## src/rtl/spi_slv_pkg.sv

```systemverilog
package spi_slv_pkg;

    typedef enum logic [1:0] {
        MD_STARTUP = 2'b00,
        MD_RESTART = 2'b01,
        MD_NORMAL  = 2'b10,
        MD_STANDBY = 2'b11
    } op_mode_e;

    // Width of the status part carried in the frame header
    localparam int STAT_BITS = 4;

    // Protected registers belong to the boot modes, the rest to the run modes
    function automatic logic wr_allowed(input op_mode_e mode, input logic prot);
        logic boot;
        boot = (mode == MD_STARTUP) || (mode == MD_RESTART);
        return prot ? boot : !boot;
    endfunction

endpackage

```

## src/rtl/spi_slv_sync.sv

```systemverilog
module spi_slv_sync #(
    parameter int          W   = 1,
    parameter logic [W-1:0] RST = '0
) (
    input  logic         clk,
    input  logic         rst_n,
    input  logic [W-1:0] din,
    output logic [W-1:0] dout
);
    typedef struct packed {
        logic [W-1:0] s1;
        logic [W-1:0] s2;
    } st_t;

    st_t st_d, st_q;

    always_comb begin
        st_d    = st_q;
        st_d.s1 = din;
        st_d.s2 = st_q.s1;
    end

    always_ff @(posedge clk or negedge rst_n) begin
        if (!rst_n) st_q <= '{s1: RST, s2: RST};
        else        st_q <= st_d;
    end

    assign dout = st_q.s2;
endmodule

```

## src/rtl/spi_slv_frame.sv

```systemverilog
module spi_slv_frame #(
    parameter int ADDR_W = 3,
    parameter int DATA_W = 12,
    localparam int HDR_W   = ADDR_W + 1,
    localparam int FRAME_W = HDR_W + DATA_W,
    localparam int CNT_W   = $clog2(FRAME_W + 2)
) (
    input  logic               clk,
    input  logic               rst_n,
    input  logic               sck_s,
    input  logic               mosi_s,
    input  logic               csn_s,
    input  logic [HDR_W-1:0]   hdr,
    input  logic [DATA_W-1:0]  tx_word,
    output logic [ADDR_W-1:0]  tx_addr,
    output logic               miso,
    output logic               miso_en,
    output logic               commit,
    output logic               len_ok,
    output logic [FRAME_W-1:0] rx_frame
);
    localparam logic [CNT_W-1:0] CNT_MAX  = CNT_W'(FRAME_W + 1);
    localparam logic [CNT_W-1:0] CNT_FULL = CNT_W'(FRAME_W);
    localparam logic [CNT_W-1:0] CNT_ADR  = CNT_W'(ADDR_W - 1);
    localparam logic [CNT_W-1:0] CNT_HDR  = CNT_W'(HDR_W);

    typedef struct packed {
        logic               sck_p;
        logic               csn_p;
        logic               act;
        logic               miso;
        logic               commit;
        logic               len_ok;
        logic [CNT_W-1:0]   fcnt;
        logic [CNT_W-1:0]   rcnt;
        logic [FRAME_W-1:0] rx;
        logic [HDR_W-1:0]   hsh;
        logic [DATA_W-1:0]  tsh;
        logic [ADDR_W-1:0]  addr;
    } st_t;

    st_t  st_d, st_q;
    logic fall, rise, cs_fall, cs_rise;

    always_comb begin
        fall    = st_q.sck_p & ~sck_s;
        rise    = ~st_q.sck_p & sck_s;
        cs_fall = st_q.csn_p & ~csn_s;
        cs_rise = ~st_q.csn_p & csn_s;

        st_d        = st_q;
        st_d.sck_p  = sck_s;
        st_d.csn_p  = csn_s;
        st_d.commit = 1'b0;

        if (cs_fall) begin
            st_d.act  = 1'b1;
            st_d.fcnt = '0;
            st_d.rcnt = '0;
            st_d.rx   = '0;
            st_d.hsh  = hdr;
            st_d.tsh  = '0;
            st_d.addr = '0;
            st_d.miso = 1'b0;
        end else if (cs_rise) begin
            if (st_q.act) begin
                st_d.commit = 1'b1;
                st_d.len_ok = (st_q.fcnt == CNT_FULL);
            end
            st_d.act  = 1'b0;
            st_d.miso = 1'b0;
        end else if (st_q.act) begin
            if (fall) begin
                st_d.rx = {st_q.rx[FRAME_W-2:0], mosi_s};
                if (st_q.fcnt == CNT_ADR)
                    st_d.addr = {st_q.rx[ADDR_W-2:0], mosi_s};
                if (st_q.fcnt != CNT_MAX)
                    st_d.fcnt = st_q.fcnt + 1'b1;
            end
            if (rise) begin
                if (st_q.rcnt < CNT_HDR) begin
                    st_d.miso = st_q.hsh[HDR_W-1];
                    st_d.hsh  = {st_q.hsh[HDR_W-2:0], 1'b0};
                end else if (st_q.rcnt == CNT_HDR) begin
                    st_d.miso = tx_word[DATA_W-1];
                    st_d.tsh  = {tx_word[DATA_W-2:0], 1'b0};
                end else if (st_q.rcnt < CNT_FULL) begin
                    st_d.miso = st_q.tsh[DATA_W-1];
                    st_d.tsh  = {st_q.tsh[DATA_W-2:0], 1'b0};
                end else begin
                    st_d.miso = 1'b0;
                end
                if (st_q.rcnt != CNT_MAX)
                    st_d.rcnt = st_q.rcnt + 1'b1;
            end
        end
    end

    always_ff @(posedge clk or negedge rst_n) begin
        if (!rst_n) begin
            st_q       <= '0;
            st_q.csn_p <= 1'b1;
        end else begin
            st_q <= st_d;
        end
    end

    assign tx_addr  = st_q.addr;
    assign miso     = st_q.miso;
    assign miso_en  = st_q.act;
    assign commit   = st_q.commit;
    assign len_ok   = st_q.len_ok;
    assign rx_frame = st_q.rx;

    // during a frame the output bit only moves after a rising clock edge
    a_r2_miso_after_rise: assert property (@(posedge clk) disable iff (!rst_n)
        ($past(st_q.act && !csn_s && !cs_fall) && !$stable(st_q.miso))
            |-> $past(sck_s && !st_q.sck_p));

    // the pad is released after select goes high
    a_r8_release: assert property (@(posedge clk) disable iff (!rst_n)
        $rose(csn_s) |=> !miso_en);

    // the pad is driven after select goes low
    a_r8_drive: assert property (@(posedge clk) disable iff (!rst_n)
        $fell(csn_s) |=> miso_en);

    // a frame end yields a single commit pulse
    a_r1_single_commit: assert property (@(posedge clk) disable iff (!rst_n)
        commit |=> !commit);
endmodule

```

## src/rtl/spi_slv_bank.sv

```systemverilog
module spi_slv_bank
    import spi_slv_pkg::*;
#(
    parameter int ADDR_W = 3,
    parameter int DATA_W = 12,
    parameter logic [(1<<ADDR_W)-1:0] PROT_MASK = 8'hC0,
    localparam int NREG    = 1 << ADDR_W,
    localparam int FRAME_W = ADDR_W + 1 + DATA_W
) (
    input  logic               clk,
    input  logic               rst_n,
    input  logic [1:0]         mode,
    input  logic               commit,
    input  logic               len_ok,
    input  logic [FRAME_W-1:0] frame,
    input  logic [ADDR_W-1:0]  tx_addr,
    output logic [DATA_W-1:0]  tx_word,
    input  logic [ADDR_W-1:0]  rd_addr,
    output logic [DATA_W-1:0]  rd_data,
    output logic               rej,
    output logic               bad
);
    typedef struct packed {
        logic [NREG-1:0][DATA_W-1:0] regs;
        logic                        rej;
        logic                        bad;
    } st_t;

    st_t st_d, st_q;

    logic [ADDR_W-1:0] f_addr;
    logic              f_ro;
    logic [DATA_W-1:0] f_data;
    logic              f_ok;
    logic [NREG-1:0]   we;

    assign f_addr = frame[FRAME_W-1 -: ADDR_W];
    assign f_ro   = frame[DATA_W];
    assign f_data = frame[DATA_W-1:0];
    assign f_ok   = wr_allowed(op_mode_e'(mode), PROT_MASK[f_addr]);

    for (genvar g = 0; g < NREG; g++) begin : g_we
        assign we[g] = commit && len_ok && !f_ro && (f_addr == ADDR_W'(g))
                       && wr_allowed(op_mode_e'(mode), PROT_MASK[g]);
    end

    always_comb begin
        st_d = st_q;
        if (commit) begin
            st_d.bad = !len_ok;
            st_d.rej = len_ok && !f_ro && !f_ok;
        end
        for (int i = 0; i < NREG; i++) begin
            if (we[i]) st_d.regs[i] = f_data;
        end
    end

    always_ff @(posedge clk or negedge rst_n) begin
        if (!rst_n) st_q <= '0;
        else        st_q <= st_d;
    end

    assign tx_word = st_q.regs[tx_addr];
    assign rd_data = st_q.regs[rd_addr];
    assign rej     = st_q.rej;
    assign bad     = st_q.bad;

    // a frame of the wrong length leaves the bank alone and raises the flag
    a_r7_bad_length_dropped: assert property (@(posedge clk) disable iff (!rst_n)
        (commit && !len_ok) |=> ($stable(st_q.regs) && st_q.bad && !st_q.rej));

    // a read-only frame leaves the bank alone
    a_r4_read_only_kept: assert property (@(posedge clk) disable iff (!rst_n)
        (commit && len_ok && f_ro) |=> ($stable(st_q.regs) && !st_q.rej));

    // a write the mode does not permit is refused
    a_r5_r6_refused: assert property (@(posedge clk) disable iff (!rst_n)
        (commit && len_ok && !f_ro && !f_ok) |=> ($stable(st_q.regs) && st_q.rej));

    // the bank only changes at a commit
    a_r10_only_on_commit: assert property (@(posedge clk) disable iff (!rst_n)
        !commit |=> $stable(st_q.regs));
endmodule

```

## src/rtl/spi_mode_gated_slave.sv

```systemverilog
module spi_mode_gated_slave
    import spi_slv_pkg::*;
#(
    parameter int ADDR_W = 3,
    parameter int DATA_W = 12,
    parameter logic [(1<<ADDR_W)-1:0] PROT_MASK = 8'hC0
) (
    input  logic              clk,
    input  logic              rst_n,
    input  logic [1:0]        op_mode,
    input  logic              sck,
    input  logic              mosi,
    input  logic              cs_n,
    output logic              miso,
    output logic              miso_en,
    input  logic [ADDR_W-1:0] rd_addr,
    output logic [DATA_W-1:0] rd_data
);
    // The header must hold the status bits, so ADDR_W + 1 >= STAT_BITS
    localparam int HDR_W   = ADDR_W + 1;
    localparam int FRAME_W = HDR_W + DATA_W;

    logic [2:0]         pins_s;
    logic               sck_s, mosi_s, csn_s;
    logic [HDR_W-1:0]   hdr;
    logic [DATA_W-1:0]  tx_word;
    logic [ADDR_W-1:0]  tx_addr;
    logic               commit, len_ok, rej, bad;
    logic [FRAME_W-1:0] rx_frame;

    spi_slv_sync #(.W(3), .RST(3'b100)) u_sync (
        .clk  (clk),
        .rst_n(rst_n),
        .din  ({cs_n, sck, mosi}),
        .dout (pins_s)
    );

    assign csn_s  = pins_s[2];
    assign sck_s  = pins_s[1];
    assign mosi_s = pins_s[0];

    always_comb begin
        hdr = '0;
        hdr[STAT_BITS-1:0] = {op_mode, rej, bad};
    end

    spi_slv_frame #(.ADDR_W(ADDR_W), .DATA_W(DATA_W)) u_frame (
        .clk     (clk),
        .rst_n   (rst_n),
        .sck_s   (sck_s),
        .mosi_s  (mosi_s),
        .csn_s   (csn_s),
        .hdr     (hdr),
        .tx_word (tx_word),
        .tx_addr (tx_addr),
        .miso    (miso),
        .miso_en (miso_en),
        .commit  (commit),
        .len_ok  (len_ok),
        .rx_frame(rx_frame)
    );

    spi_slv_bank #(.ADDR_W(ADDR_W), .DATA_W(DATA_W), .PROT_MASK(PROT_MASK)) u_bank (
        .clk    (clk),
        .rst_n  (rst_n),
        .mode   (op_mode),
        .commit (commit),
        .len_ok (len_ok),
        .frame  (rx_frame),
        .tx_addr(tx_addr),
        .tx_word(tx_word),
        .rd_addr(rd_addr),
        .rd_data(rd_data),
        .rej    (rej),
        .bad    (bad)
    );
endmodule

```

## config.mk

```make
export PLATFORM = sky130hd
export DESIGN_NAME = spi_mode_gated_slave
export DESIGN_NICKNAME = d
export VERILOG_FILES = /design/src/rtl/spi_slv_pkg.sv /design/src/rtl/spi_slv_sync.sv /design/src/rtl/spi_slv_frame.sv /design/src/rtl/spi_slv_bank.sv /design/src/rtl/spi_mode_gated_slave.sv
export SDC_FILE = /design/constraint.sdc
export NUM_CORES = 1
export LEC_CHECK = 0
export CAP_MARGIN = 20
export CORE_MARGIN = 2
export CORE_UTILIZATION = 35
export CTS_CLUSTER_SIZE = 12
export DETAILED_ROUTE_END_ITERATION = 12
export PLACE_DENSITY = 0.6
export SETUP_SLACK_MARGIN = 0.4
export SLEW_MARGIN = 20
export SYNTH_ARGS = -nofsm -noshare
export SYNTH_HDL_FRONTEND = slang
export SYNTH_SLANG_ARGS = --single-unit
```

## constraint.sdc

```tcl
create_clock -name clk -period 2.3 [get_ports clk]
set_input_delay 0.345 -clock clk [delete_from_list [all_inputs] [get_ports clk]]
set_output_delay 0.345 -clock clk [all_outputs]
set_load 0.02 [all_outputs]
```

==> flow_metrics.env, run 1 <==
export IMPL_gp_congestion=0.8036
export IMPL_clk_pin_slew_ns=0.06
export IMPL_worstPathRequired_ns=1.96
export IMPL_viasPerCell=5.505
export IMPL_syn_area_um2=7732
export IMPL_grt_pass1_vias=5371
export IMPL_drt_wl_total_um=18810
export IMPL_slowest_delay_ns=0.48
export IMPL_clockBufferDepth=2
export IMPL_dieArea_um2=23300
export IMPL_synth_net_count=596
export IMPL_grt_start_max_net_pins=56
export IMPL_criticalPathCategory="flip-flop to output port"
export IMPL_drive_above_1_share_pct=45.47
export IMPL_seqPwrFrac_pct=44.7
export IMPL_post_place_ws_ns=-0.2661
export IMPL_p_clk_share_pct=39.5
export IMPL_synth_edf_count=0
export IMPL_end_kind="output port"
export IMPL_layout_commonest_cell="dfrtp_1"
export IMPL_crit_path_cell_trace="mux4_2 > mux2_4 > buf_6"
export IMPL_power_density_nw_per_um2=726.1
export IMPL_grtUsageTotal_pct=16.84
export IMPL_max_slew_margin_pct=54.91
export IMPL_drv_slew=0
export IMPL_hold_class="input port to flip-flop"
export IMPL_drt_iter0_markers=371
export IMPL_hold_viol_final=0
export IMPL_p_switching_mw=2.001
export IMPL_dpl_cell_area_um2=8457
export IMPL_start_util_pct=35.54
export IMPL_maxCapViolations=0
export IMPL_netSwitchingFraction_pct=29.01
export IMPL_setup_violations_final=0
export IMPL_nets=646
export IMPL_core_um2=21760
export IMPL_period_share_pct=90.47
export IMPL_grt_util_met1_pct=21.69
export IMPL_ir_drop_mv=0.6595
export IMPL_synth_warnings=0
export IMPL_cts_htree_levels=4
export IMPL_numCtsBuffers=17
export IMPL_leakage_nw=4.343
export IMPL_rows=54
export IMPL_avgSynthCellArea_um2=13.40
export IMPL_fmax_mhz=480.6
export IMPL_gr_usage_met3_pct=3.072
export IMPL_fin_ws_ns=0.2192
export IMPL_rsz0062_at_grt="true"
export IMPL_die_x_um=152.6
export IMPL_tritoncts="built"
export IMPL_use_met2_pct=28.04
export IMPL_dp_cells=858
export IMPL_ys_seq_area_share_pct=49.89
export IMPL_grt_pass1_wl_um=30310
export IMPL_clkSinkCount=154
export IMPL_num_vias=5065
export IMPL_synth_cell_types=51
export IMPL_multiInputGateArea_um2=3812
export IMPL_power_mw=6.898
export IMPL_internal_power_mw=4.897
export IMPL_combPwrFrac_pct=15.8
export IMPL_antenna_found_initial=0
export IMPL_fin_area_um2=9499
export IMPL_wl_per_cell_um=20.44
export IMPL_syn_inst=577
export IMPL_critPathLaunchType="flip-flop"
export IMPL_clock_latency_ns=0.43
export IMPL_worstPathArrival_ns=1.74
export IMPL_whs_ns=0.3229
export IMPL_num_fill_cells=1977
export IMPL_io_pins=24
export IMPL_finClkSkew_ns=0.01076
export IMPL_n_antenna_cell=0
export IMPL_fin_cells=920
export IMPL_final_core_util_pct=43.66
export IMPL_min_period_ns=2.081
export IMPL_dp_hpwl_um=11610
export IMPL_outcome="finished, final reports clean"
export IMPL_seq_area_um2=3857
export IMPL_postRouteAntennaNets=0
export IMPL_area_growth_pct=22.85
export IMPL_max_slew_worst_pin_slew_ns=0.6749
export IMPL_cp_max_fo=3
export IMPL_grt_overflow_total=0
export IMPL_dr_pass1_iters=5
export IMPL_crit_path_top_delay_cell="mux4_2"
export IMPL_synth_flop_cell="dfrtp_1"
export IMPL_final_setup_tns_ns=0
export IMPL_portBuffers=23
export IMPL_drcViolationCount=0
export IMPL_final_cell_mix="151 x dfrtp_1, 101 x mux2_2, 46 x mux4_2, 46 x nand2_1, 46 x buf_4"
export IMPL_busiest_layer="met2"
export IMPL_clock_root_buffer="clkbuf_16"
export IMPL_die_y_um=152.6
export IMPL_postSynth_asyncResetShare_pct=100.0
export IMPL_ys_ff_latch=154
## state kept, by name (all words and copies together), names as in the netlist
name / flops
u_frame.rx_frame: 16
u_sync.st_d: 3
u_bank.st_q: 96
u_frame.len_ok: 1
u_frame.commit: 1
u_bank.rej: 1
u_frame.tx_addr: 3
u_frame.miso_en: 1
u_frame.miso: 1
u_frame.st_q: 27
u_sync.dout: 3
u_bank.bad: 1
## cells by family after synthesis
family / Yosys count / share of synthesized area, %
muxes: 176 / 32.05
DFF: 154 / 49.89
and+or+nand+nor: 96 / 6.537
AOI/OAI and AO/OA: 74 / 6.004
buffers and inverters: 64 / 3.608
adders and majority gates: 9 / 1.456
xor gates and xnor gates: 4 / 0.4532
## power by group through the flow
stage	Combinational (mW)	Clock [mW]	Sequential (mW)
2_1_floorplan	0.804	0	2.99
3_3_place_gp	1.01	0	3.11
3_5_place_dp	1.04	0	3.13
4_1_cts	1.08	2.79	3.08
5_1_grt	1.20	2.91	3.11
6_report	1.09	2.72	3.08
## Yosys cell counts, drive strengths merged (2+ instances only)
library cell / count / area (um^2)
nand3: 8 / 40.04
a22o: 2 / 17.52
nor2: 12 / 45.04
dfstp: 3 / 78.83
a211oi: 4 / 30.03
dfrtp: 151 / 3779
nor2b: 4 / 25.02
a32oi: 10 / 87.58
o22ai: 3 / 18.77
mux2: 113 / 1272
nor4: 4 / 31.28
mux4: 46 / 1036
clkbuf: 26 / 97.59
inv: 10 / 37.53
a2111oi: 2 / 17.52
nand3b: 4 / 33.78
xnor2: 3 / 26.28
mux2i: 17 / 170.2
buf: 28 / 143.9
nand2: 46 / 172.7
o21ai: 37 / 185.2
nor4b: 3 / 38.79
ha: 9 / 112.6
a21oi: 6 / 30.03
a31oi: 3 / 18.77
nand4b: 5 / 43.79
## area by class of cell
cell class	instances	area share, %
sequential	154	40.61
inverter	10	0.3952
multi-input combinational	360	40.13
clock inverter	14	1.436
timing repair buffer	84	9.115
tap	280	3.688
clock buffer	18	4.623
## metal layers
layer / part of all wire (%) / wire length [um]
met1: 43 / 8101
met4: 2.8 / 521
met5: 0 / 0
met2: 51 / 9594
met3: 3.1 / 588
## worst max-delay path, delay by kind of cell, from the launching register on
kind	cells	cell delay, ns
buf+inv	1	0.13
flops	1	0.40
mux	2	0.77
## timing repair
action	in CTS	in global routing
endpoints found under the hold margin	50	0
hold buffers	1	0
gates cloned	2	0
setup buffers	16	11
pin swaps	2	8
endpoints found under the setup margin	31	58
resized for setup	100	22
## path summary, 6_finish.rpt
| check | startpoint | slack, ns | cells past startpoint | to |
|---|---|---|---|---|
| min in group asynchronous | rst_n | 0.45 | 2 | u_sync.st_d[1] |
| min | cs_n | 0.32 | 1 | u_sync.st_d[2] |
| max in group asynchronous | rst_n | 1.18 | 3 | u_bank.st_q[43] |
| max | u_bank.st_q[49] | 0.22 | 3 | rd_data[11] |
| min reg2reg | u_sync.st_d[1] | 0.35 | 0 | u_sync.dout[1] |
| max reg2reg | u_frame.st_q[49] | 0.41 | 6 | u_frame.st_q[42] |
No activity file was read; power rests on OpenSTA's default activity.
==> run 2, diff against run 1 <==
==> constraint.sdc (replaced) <==
create_clock -name clk -period 2.3 [get_ports clk]
set_input_delay 0.345 -clock clk [delete_from_list [all_inputs] [get_ports clk]]
set_output_delay 0.345 -clock clk [all_outputs]
set_load 0.01 [all_outputs]
==> flow_metrics.env, run 2 (synthesized netlist as in run 1, its figures left out) <==
export IMPL_outcome="finished, final reports clean"
export IMPL_grt_pass1_wl_um=29510
export IMPL_die_x_um=152.6
export IMPL_hold_viol_final=0
export IMPL_n_antenna_cell=0
export IMPL_critPathLaunchType="flip-flop"
export IMPL_cts_htree_levels=4
export IMPL_seqPwrFrac_pct=42.8
export IMPL_netSwitchingFraction_pct=27.00
export IMPL_ir_drop_mv=0.5143
export IMPL_dr_pass1_iters=4
export IMPL_dp_hpwl_um=11420
export IMPL_period_share_pct=89.00
export IMPL_end_kind="output port"
export IMPL_cp_max_fo=3
export IMPL_die_y_um=152.6
export IMPL_dieArea_um2=23300
export IMPL_numCtsBuffers=17
export IMPL_tritoncts="built"
export IMPL_worstPathRequired_ns=1.96
export IMPL_criticalPathCategory="flip-flop to output port"
export IMPL_power_density_nw_per_um2=764.1
export IMPL_clkSinkCount=154
export IMPL_p_switching_mw=1.953
export IMPL_crit_path_top_delay_cell="mux4_2"
export IMPL_drv_slew=0
export IMPL_max_slew_margin_pct=70.57
export IMPL_clk_pin_slew_ns=0.06
export IMPL_core_um2=21760
export IMPL_gp_congestion=0.8037
export IMPL_area_growth_pct=22.39
export IMPL_portBuffers=23
export IMPL_maxCapViolations=0
export IMPL_internal_power_mw=5.278
export IMPL_drive_above_1_share_pct=44.81
export IMPL_dpl_cell_area_um2=8382
export IMPL_final_setup_tns_ns=0
export IMPL_num_vias=5059
export IMPL_fin_cells=916
export IMPL_fin_area_um2=9464
export IMPL_dp_cells=857
export IMPL_finClkSkew_ns=0.009294
export IMPL_nets=643
export IMPL_antenna_found_initial=0
export IMPL_postRouteAntennaNets=0
export IMPL_drcViolationCount=0
export IMPL_clock_root_buffer="clkbuf_16"
export IMPL_combPwrFrac_pct=14.7
export IMPL_drt_wl_total_um=18310
export IMPL_crit_path_cell_trace="mux4_2 > mux2_4 > buf_6"
export IMPL_worstPathArrival_ns=1.70
export IMPL_num_fill_cells=1949
export IMPL_fmax_mhz=488.5
export IMPL_grt_start_max_net_pins=67
export IMPL_layout_commonest_cell="dfrtp_1"
export IMPL_p_clk_share_pct=42.5
export IMPL_wl_per_cell_um=19.98
export IMPL_grt_overflow_total=0
export IMPL_rsz0062_at_grt="true"
export IMPL_start_util_pct=35.54
export IMPL_rows=54
export IMPL_max_slew_worst_pin_slew_ns=0.4415
export IMPL_hold_class="input port to flip-flop"
export IMPL_io_pins=24
export IMPL_largest_register="u_bank.st_q"
export IMPL_viasPerCell=5.523
export IMPL_leakage_nw=4.338
export IMPL_min_period_ns=2.047
export IMPL_clock_latency_ns=0.42
export IMPL_grtUsageTotal_pct=16.29
export IMPL_setup_violations_final=0
export IMPL_slowest_delay_ns=0.48
export IMPL_grt_pass1_vias=5240
export IMPL_clockBufferDepth=2
export IMPL_drt_iter0_markers=312
export IMPL_final_cell_mix="150 x dfrtp_1, 101 x mux2_2, 46 x mux4_2, 46 x nand2_1, 46 x buf_4"
export IMPL_largest_register_ffs=96
run 2: cell types whose count changed in the layout (fill, tap and decap cells not counted), sizes merged:
cell           before  now
clkinv              6    3
clkdlybuf4s50       7    8
buf                73   71
bufinv              1    5
o2bb2ai             2    1
inv                15   13
dlygate4sd2         1    0
run 2: timing repair:
| action | 4_1_cts | 5_1_grt |
|---|---|---|
| gates resized for setup | 82 | 24 |
| gates cloned | 1 | 0 |
| setup buffers | 18 | 8 |
| pin swaps | 1 | 5 |
| setup endpoints to repair | 49 | 44 |
| hold buffers | 1 | 0 |
| hold endpoints to repair | 41 | 0 |
run 2: cell type report:
| cell class | instances | area, um^2 | share of cell area, % |
|---|---|---|---|
| Clock inverter | 13 | 216.5 | 2.287 |
| Sequential cell | 154 | 3859 | 40.77 |
| Tap cell | 280 | 350.3 | 3.702 |
| Clock buffer | 18 | 429.2 | 4.535 |
| Inverter | 10 | 40.04 | 0.4231 |
| Multi-Input combinational cell | 359 | 3760 | 39.73 |
| Timing Repair Buffer | 82 | 809.5 | 8.554 |
run 2: metal layers:
layer  routed length (um)  share of wire, %  track usage (%)  vias to the layer above
met3                  473               2.6            2.901                       30
met2                 9466                52            27.44                       90
met1                 7974                44            21.06                     2698
met5                    0                 0                0                        -
li1                     -                 -                -                     2241
met4                  391               2.1            6.173                        0
run 2: final timing paths:
kind / startpoint / to / slack, ns / cells after the start
max: u_bank.st_q[42] / rd_data[4] / 0.25 / 3
min: cs_n / u_sync.st_d[2] / 0.33 / 1
max reg2reg: u_frame.st_q[49] / u_frame.st_q[42] / 0.44 / 5
min reg2reg: u_sync.st_d[1] / u_sync.dout[1] / 0.36 / 0
max in group asynchronous: rst_n / u_bank.st_q[11] / 1.17 / 3
min in group asynchronous: rst_n / u_bank.st_q[61] / 0.42 / 2
run 2: metrics by stage:
stage	power [mW]	hold slack (ns)	worst slack (ns)	util (%)
floorplan	3.788	0.04941	0.4128	-
global placement	4.109	0.2943	-0.2150	38.53
detailed placement	4.152	0.3030	-0.2383	38.53
CTS	7.269	0.3118	0.2429	42.86
global route	7.565	0.3035	0.1895	43.50
finish	7.231	0.3271	0.2531	43.50
run 2: worst max-delay path, delay by kind of cell (launching register included):
| family | cells | cell delay [ns] |
|---|---|---|
| flops | 1 | 0.39 |
| mux | 2 | 0.77 |
| buf+inv | 1 | 0.12 |
run 2: power groups by stage:
stage	clock (mW)	sequential, mW	combinational (mW)
6_report	3.07	3.10	1.06
5_1_grt	3.27	3.13	1.17
4_1_cts	3.13	3.09	1.05
3_5_place_dp	0	3.13	1.02
3_3_place_gp	0	3.12	0.985
2_1_floorplan	0	2.99	0.802
